**config.mk**
```make
export PLATFORM = sky130hd
export DESIGN_NAME = usb_ep_ctrl_bank
export DESIGN_NICKNAME = d
export VERILOG_FILES = /design/src/rtl/usb_epc_pkg.sv /design/src/rtl/usb_epc_slot.sv /design/src/rtl/usb_epc_window.sv /design/src/rtl/usb_epc_irq.sv /design/src/rtl/usb_ep_ctrl_bank.sv
export SDC_FILE = /design/constraint.sdc
export NUM_CORES = 1
export LEC_CHECK = 0
export BUFFER_PORTS_ARGS = -buffer_cell sky130_fd_sc_hd__buf_2
export CAP_MARGIN = 0
export CORE_ASPECT_RATIO = 0.6
export CORE_MARGIN = 2
export CORE_UTILIZATION = 59
export DETAILED_ROUTE_END_ITERATION = 8
export GPL_ROUTABILITY_DRIVEN = 0
export PLACE_DENSITY = 0.79
export SLEW_MARGIN = 20
export SYNTH_ARGS = -nofsm -noshare
export SYNTH_HDL_FRONTEND = slang
export SYNTH_SLANG_ARGS = --single-unit
```
**constraint.sdc**
```tcl
create_clock -name clk -period 5.2 [get_ports clk]
set_input_delay 1.3 -clock clk [delete_from_list [all_inputs] [get_ports clk]]
set_output_delay 1.3 -clock clk [all_outputs]
set_load 0.05 [all_outputs]
```
**src/rtl/usb_epc_pkg.sv**
```systemverilog
// Shared field positions, type codes and the per-endpoint register image
// for the endpoint control bank. The layout is fixed at 8 bits.
package usb_epc_pkg;

    // Transfer type codes held in bits 1:0
    typedef enum logic [1:0] {
        EPT_CTRL = 2'b00,
        EPT_ISO  = 2'b01,
        EPT_BULK = 2'b10,
        EPT_INTR = 2'b11
    } ep_type_e;

    // Register image, MSB first, in the bit order software sees
    typedef struct packed {
        logic     en;
        logic     nak_ie;
        logic     nak_out;
        logic     nak_in;
        logic     tog;
        logic     dir_in;
        ep_type_e kind;
    } ep_ctrl_t;

    localparam int REG_W  = 8;
    localparam int B_NOUT = 5;
    localparam int B_NIN  = 4;

    localparam ep_ctrl_t EP_RST = '{
        en: 1'b1, nak_ie: 1'b0, nak_out: 1'b0, nak_in: 1'b0,
        tog: 1'b0, dir_in: 1'b0, kind: EPT_CTRL
    };

endpackage

```
**src/rtl/usb_epc_slot.sv**
```systemverilog
// One endpoint's control byte.
// Assumes: wr_hit is already qualified by the selector and address; the
// event inputs are already decoded to this endpoint. Hardware sets of the
// NAK flags take priority over software clears.
module usb_epc_slot
    import usb_epc_pkg::*;
(
    input  logic     clk,
    input  logic     rst_n,
    input  logic     wr_hit,
    input  ep_ctrl_t wdata,
    input  logic     nout_set,
    input  logic     nin_set,
    input  logic     dat_hit,
    input  logic     dat_one,
    output ep_ctrl_t q
);

    ep_ctrl_t q_r;

    // Update the register from software writes and engine events
    always_ff @(posedge clk) begin
        if (!rst_n) begin
            q_r <= EP_RST;
        end else begin
            if (wr_hit) begin
                q_r.en     <= wdata.en;
                q_r.nak_ie <= wdata.nak_ie;
                q_r.dir_in <= wdata.dir_in;
                q_r.kind   <= wdata.kind;
            end
            if (nout_set)
                q_r.nak_out <= 1'b1;
            else if (wr_hit && !wdata.nak_out)
                q_r.nak_out <= 1'b0;
            if (nin_set)
                q_r.nak_in <= 1'b1;
            else if (wr_hit && !wdata.nak_in)
                q_r.nak_in <= 1'b0;
            if (dat_hit)
                q_r.tog <= dat_one;
        end
    end

    assign q = q_r;

endmodule

```
**src/rtl/usb_epc_window.sv**
```systemverilog
// Selector register and windowed access decode.
// Assumes: address 0 is the selector and address 1 is the window; the
// selector is SEL_W bits wide (SEL_W < 8). Selector values at or above
// NUM_EP match no slot, so the window reads zero and writes go nowhere.
module usb_epc_window
    import usb_epc_pkg::*;
#(
    parameter int NUM_EP = 4,
    parameter int SEL_W  = 3
) (
    input  logic                   clk,
    input  logic                   rst_n,
    input  logic                   bus_addr,
    input  logic                   bus_wr,
    input  logic [REG_W-1:0]       bus_wdata,
    input  ep_ctrl_t [NUM_EP-1:0]  slot_q,
    output logic [SEL_W-1:0]       sel,
    output logic [NUM_EP-1:0]      wr_hit,
    output logic [REG_W-1:0]       bus_rdata
);

    logic [SEL_W-1:0] sel_r;
    logic [REG_W-1:0] win_rd;

    // Hold the endpoint selector
    always_ff @(posedge clk) begin
        if (!rst_n)
            sel_r <= '0;
        else if (bus_wr && !bus_addr)
            sel_r <= bus_wdata[SEL_W-1:0];
    end

    // Decode window writes to the selected slot
    always_comb begin
        for (int i = 0; i < NUM_EP; i++)
            wr_hit[i] = bus_wr && bus_addr && (sel_r == SEL_W'(i));
    end

    // Multiplex the selected slot onto the window
    always_comb begin
        win_rd = '0;
        for (int i = 0; i < NUM_EP; i++)
            if (sel_r == SEL_W'(i))
                win_rd = slot_q[i];
    end

    // Drive read data for the addressed register
    assign bus_rdata = bus_addr ? win_rd : {{(REG_W-SEL_W){1'b0}}, sel_r};
    assign sel = sel_r;

endmodule

```
**src/rtl/usb_epc_irq.sv**
```systemverilog
// Combines the enabled NAK flags of all endpoints into one interrupt line
// with one register stage.
// Assumes: the slot images are the current register outputs.
module usb_epc_irq
    import usb_epc_pkg::*;
#(
    parameter int NUM_EP = 4
) (
    input  logic                  clk,
    input  logic                  rst_n,
    input  ep_ctrl_t [NUM_EP-1:0] slot_q,
    output logic                  irq
);

    logic [NUM_EP-1:0] src;
    logic              irq_r;

    // Per-endpoint interrupt source, gated by its enable
    always_comb begin
        for (int i = 0; i < NUM_EP; i++)
            src[i] = slot_q[i].nak_ie && (slot_q[i].nak_out || slot_q[i].nak_in);
    end

    // Register the combined request
    always_ff @(posedge clk) begin
        if (!rst_n)
            irq_r <= 1'b0;
        else
            irq_r <= |src;
    end

    assign irq = irq_r;

endmodule

```
**src/rtl/usb_ep_ctrl_bank.sv**
```systemverilog
// Endpoint control register bank: NUM_EP control bytes reached through an
// endpoint selector and a single window address, with NAK event flags,
// toggle tracking and a registered interrupt.
// Assumes: the event strobes are single-cycle pulses from the protocol
// engine; an ev_ep value at or above NUM_EP addresses no endpoint.
module usb_ep_ctrl_bank
    import usb_epc_pkg::*;
#(
    parameter int NUM_EP = 4,
    parameter int SEL_W  = 3
) (
    input  logic             clk,
    input  logic             rst_n,
    input  logic             bus_addr,
    input  logic             bus_wr,
    input  logic [7:0]       bus_wdata,
    output logic [7:0]       bus_rdata,
    input  logic             nak_out_ev,
    input  logic             nak_in_ev,
    input  logic             dat_ev,
    input  logic             dat_one,
    input  logic [SEL_W-1:0] ev_ep,
    output logic             irq
);

    ep_ctrl_t [NUM_EP-1:0] regs;
    logic     [NUM_EP-1:0] wr_hit;
    logic     [SEL_W-1:0]  sel;

    usb_epc_window #(.NUM_EP(NUM_EP), .SEL_W(SEL_W)) u_win (
        .clk       (clk),
        .rst_n     (rst_n),
        .bus_addr  (bus_addr),
        .bus_wr    (bus_wr),
        .bus_wdata (bus_wdata),
        .slot_q    (regs),
        .sel       (sel),
        .wr_hit    (wr_hit),
        .bus_rdata (bus_rdata)
    );

    for (genvar i = 0; i < NUM_EP; i++) begin : g_slot
        logic ev_hit;
        assign ev_hit = (ev_ep == SEL_W'(i));
        usb_epc_slot u_slot (
            .clk      (clk),
            .rst_n    (rst_n),
            .wr_hit   (wr_hit[i]),
            .wdata    (ep_ctrl_t'(bus_wdata)),
            .nout_set (nak_out_ev && ev_hit),
            .nin_set  (nak_in_ev && ev_hit),
            .dat_hit  (dat_ev && ev_hit),
            .dat_one  (dat_one),
            .q        (regs[i])
        );
    end

    usb_epc_irq #(.NUM_EP(NUM_EP)) u_irq (
        .clk    (clk),
        .rst_n  (rst_n),
        .slot_q (regs),
        .irq    (irq)
    );

endmodule

```
==> results.rst <==
.. list-table::
   :header-rows: 1

   * - Metric
     - Value
   * - Fmax achieved
     - 287.1 MHz
   * - DR pass1 iterations
     - 4
   * - Width of the die
     - 74.30 microns
   * - Count of final max-slew check failures
     - 0
   * - Total number of H-tree levels
     - 2
   * - CTS tree
     - yes
   * - Dominant register cell in the synthesized netlist
     - sky130_fd_sc_hd__dfxtp_1
   * - Fraction of synthesis flops using an asynchronous set or reset pin
     - 0%
   * - Mapped Avg Cell Area
     - 9.718 sq um
   * - Register bit total from synthesis
     - 36
   * - Non-Filler Instances
     - 244
   * - Final hold violation count
     - 0
   * - I/O Buffers
     - 26
   * - Average wire per standard cell
     - 16.48 microns
   * - Vias/cell
     - 5.857
   * - Area occupied by registers
     - 720.7 sq um
   * - Net Count, Synth
     - 199
   * - Result of the run
     - complete, no violations
   * - Remaining number of nets flagged by the antenna check after routing
     - 0
   * - Final HPWL from detailed placement
     - 2943 microns
   * - Wire length of the first global-routing pass
     - 6154 microns
   * - Placed cell count
     - 237
   * - Setup Total Neg Slack
     - 0 ns
   * - Timing startpoint of the critical path
     - bus_addr
   * - Portion of total power attributed to sequential cells
     - 51.3%
   * - Yosys warnings
     - 0
   * - Switching part of the total
     - 25.40%
   * - Worst Max-Slew Pin Slew
     - 0.7226 ns
   * - Number of buffers inserted for hold repair after clock tree synthesis
     - 0
   * - Library cells used by synthesis
     - 31
   * - Final routed DRC violation total
     - 0
   * - Final critical-path share of the clock period
     - 66.99%
   * - Largest net degree at the start of global routing
     - 24
   * - Maximum root-to-sink buffer count
     - 2
   * - Fraction of layout cells with a size suffix above 1
     - 22.28%
   * - Remaining global-route overflow
     - 0
   * - Peak fanout along the critical path
     - 9
   * - Portion of total power attributed to combinational logic
     - 11.2%
   * - Vert. Die Dim
     - 46.18 microns
   * - Synthesized area
     - 1749 sq um
   * - Starting density of the core
     - 61.32%
   * - Endpoint class of the critical path
     - output pin
   * - Core area
     - 2853 sq um
   * - Critical path required time
     - 3.90 ns
   * - RSZ-0062 raised after global routing
     - no
   * - Worst Path Class, Setup
     - input port to output pin
   * - Post-Syn Instances
     - 180
   * - Setup-violating endpoint count in the final report
     - 0
   * - Die Area
     - 3431 sq um
   * - P per Cell Area
     - 289.1 nW/um^2
   * - Power Internal
     - 425.3 uW
   * - Multi-input gate area
     - 968.4 sq um
   * - Share of power burned in the clock network
     - 37.5%
   * - Leakage power
     - 0.7984 nW
   * - Std cell rows
     - 15
   * - Antenna cell count
     - 0
   * - Area grow syn2layout
     - 12.73%
   * - Arrival time reported for the critical path endpoint
     - 2.18 ns
   * - Total global routing track utilization
     - 25.74%
   * - Post-Route Skew
     - 0.003037 ns
   * - Final critical-path required period
     - 3.484 ns
   * - Violation count after the first detailed-routing iteration
     - 114
   * - Relative slew slack
     - 51.76%
   * - Post-CTS Resized
     - 0
   * - Count of maximum capacitance violations
     - 0
   * - Post-CTS setup buffers
     - 0
   * - Final routed wirelength across all metal layers
     - 4021 microns
   * - Clock transition at the register clock pins on the worst setup and hold paths after CTS
     - 0.07 ns
   * - Launch point of the worst hold path
     - g_slot[2].u_slot.q[0]
   * - Source-to-sink clock delay at the later pin of the worst-skew pair
     - 0.29 ns
   * - Number of global-route vias before repair
     - 1295
   * - Worst hold-check path type
     - flop to flop
   * - Nets@finish
     - 221
   * - Power spent charging and discharging nets
     - 144.8 uW
   * - Number of flops mapped to enable cells by yosys
     - 0
   * - Root Buffer Master
     - sky130_fd_sc_hd__clkbuf_8
   * - Worst vdd ir
     - 222.7 uV
   * - Fillcell total
     - 221
   * - Number of clock buffers inserted by TritonCTS
     - 5
   * - Share of the yosys chip area belonging to registers
     - 41.20%
   * - Worst r2r src
     - u_win.sel[1]
   * - Number of sinks on the clock net
     - 36
   * - IO Pins
     - 28
   * - Nature of the critical path startpoint
     - input port
   * - Number of antenna violations at the first check in global routing
     - 0
   * - Vias after detailed routing
     - 1429
[registers in the layout (all words and copies together) (netlist names)]
signal           cells
g_slot.u_slot.q     32
u_irq.irq            1
u_win.sel            3
[cell type report]
type,instances,area share [%]
Clock buffer,7,4.886
Tap cell,42,2.665
Multi-Input combinational cell,132,49.11
Inverter,1,0.1904
Timing Repair Buffer,26,6.599
Sequential cell,36,36.55
[worst max-delay path, stage by stage]
cell,delay [ns]
sky130_fd_sc_hd__buf_2,0.20
sky130_fd_sc_hd__nand2b_1,0.22
sky130_fd_sc_hd__o2bb2ai_1,0.18
sky130_fd_sc_hd__buf_2,0.28
[stage by stage]
step | util, % | area [sq um] | setup WS [ns] | total power [mW] | hold slack [ns]
after detailed placement | 65.75 | 1876 | 1.709 | 0.3617 | 0.4521
final | 69.12 | 1972 | 1.716 | 0.5700 | 0.4610
after floorplan | - | 1749 | 1.551 | 0.3412 | 0.4315
after global routing | 69.12 | 1972 | 1.648 | 0.5907 | 0.4852
after CTS | 69.12 | 1972 | 1.709 | 0.5756 | 0.4634
after global placement | 65.75 | 1876 | 1.735 | 0.3585 | 0.4406
[Yosys cell counts, types with 2 or more instances]
cell type | n | share of area, %
sky130_fd_sc_hd__nor2_1 | 14 | 3.0
sky130_fd_sc_hd__buf_2 | 3 | 0.86
sky130_fd_sc_hd__o21ai_0 | 7 | 2.0
sky130_fd_sc_hd__buf_4 | 3 | 1.3
sky130_fd_sc_hd__clkbuf_1 | 5 | 1.1
sky130_fd_sc_hd__nor2b_1 | 7 | 2.5
sky130_fd_sc_hd__o31ai_1 | 3 | 1.3
sky130_fd_sc_hd__mux4_2 | 5 | 6.4
sky130_fd_sc_hd__o41ai_1 | 4 | 2.0
sky130_fd_sc_hd__nor2_2 | 2 | 0.72
sky130_fd_sc_hd__nand2_1 | 24 | 5.2
sky130_fd_sc_hd__nand3_1 | 5 | 1.4
sky130_fd_sc_hd__dfxtp_1 | 36 | 41
sky130_fd_sc_hd__or3_1 | 2 | 0.72
sky130_fd_sc_hd__nand2b_1 | 4 | 1.4
sky130_fd_sc_hd__nor4bb_1 | 3 | 1.7
sky130_fd_sc_hd__mux2_2 | 2 | 1.3
sky130_fd_sc_hd__mux2i_1 | 27 | 15
sky130_fd_sc_hd__a21oi_1 | 12 | 3.4
[cell families (layout without fill, tap and decap cells)]
| kind of cell | count (synthesis) | after routing | synth area share [%] |
|---|---|---|---|
| compound gates | 31 | 31 | 11.16 |
| buf+inv | 12 | 34 | 3.433 |
| flops | 36 | 36 | 41.20 |
| mux | 35 | 35 | 24.68 |
| simple gates | 66 | 66 | 19.53 |
[metal layers]
metal | vias up | wire (microns) | GRT usage, %
li1 | 690 | - | -
met1 | 688 | 1790 | 32.02
met2 | 43 | 1940 | 41.61
met3 | 8 | 202 | 7.659
met4 | 0 | 87 | 12.86
met5 | - | 0 | 0
[final timing paths]
kind,end,slack [ns],cells after the start
max reg2reg,g_slot[2].u_slot.q[1],3.28,3
max,bus_rdata[1],1.72,4
min reg2reg,g_slot[2].u_slot.q[0],0.46,2
min,g_slot[2].u_slot.q[0],0.46,2
[power groups by stage]
stage                     Combinational (mW)  Sequential (mW)  Clock [mW]
after floorplan                       0.0491            0.292           0
after global placement                0.0610            0.298           0
after detailed placement              0.0637            0.298           0
after CTS                             0.0639            0.292       0.220
after global routing                  0.0693            0.293       0.228
final                                 0.0641            0.292       0.214
[cells in the final DEF (no fill, tap or decap), types with 2 or more instances in the layout]
cell / n
sky130_fd_sc_hd__dfxtp_1: 36
sky130_fd_sc_hd__mux2i_1: 27
sky130_fd_sc_hd__buf_2: 26
sky130_fd_sc_hd__nand2_1: 24
sky130_fd_sc_hd__nor2_1: 14
sky130_fd_sc_hd__a21oi_1: 12
sky130_fd_sc_hd__nor2b_1: 7
sky130_fd_sc_hd__o21ai_0: 7
sky130_fd_sc_hd__clkbuf_8: 7
sky130_fd_sc_hd__mux4_2: 5
sky130_fd_sc_hd__nand3_1: 5
sky130_fd_sc_hd__nand2b_1: 4
sky130_fd_sc_hd__o41ai_1: 4
sky130_fd_sc_hd__o31ai_1: 3
sky130_fd_sc_hd__nor4bb_1: 3
sky130_fd_sc_hd__mux2_2: 2
sky130_fd_sc_hd__nor2_2: 2
sky130_fd_sc_hd__or3_1: 2
Power figures use the tool's default switching activity.
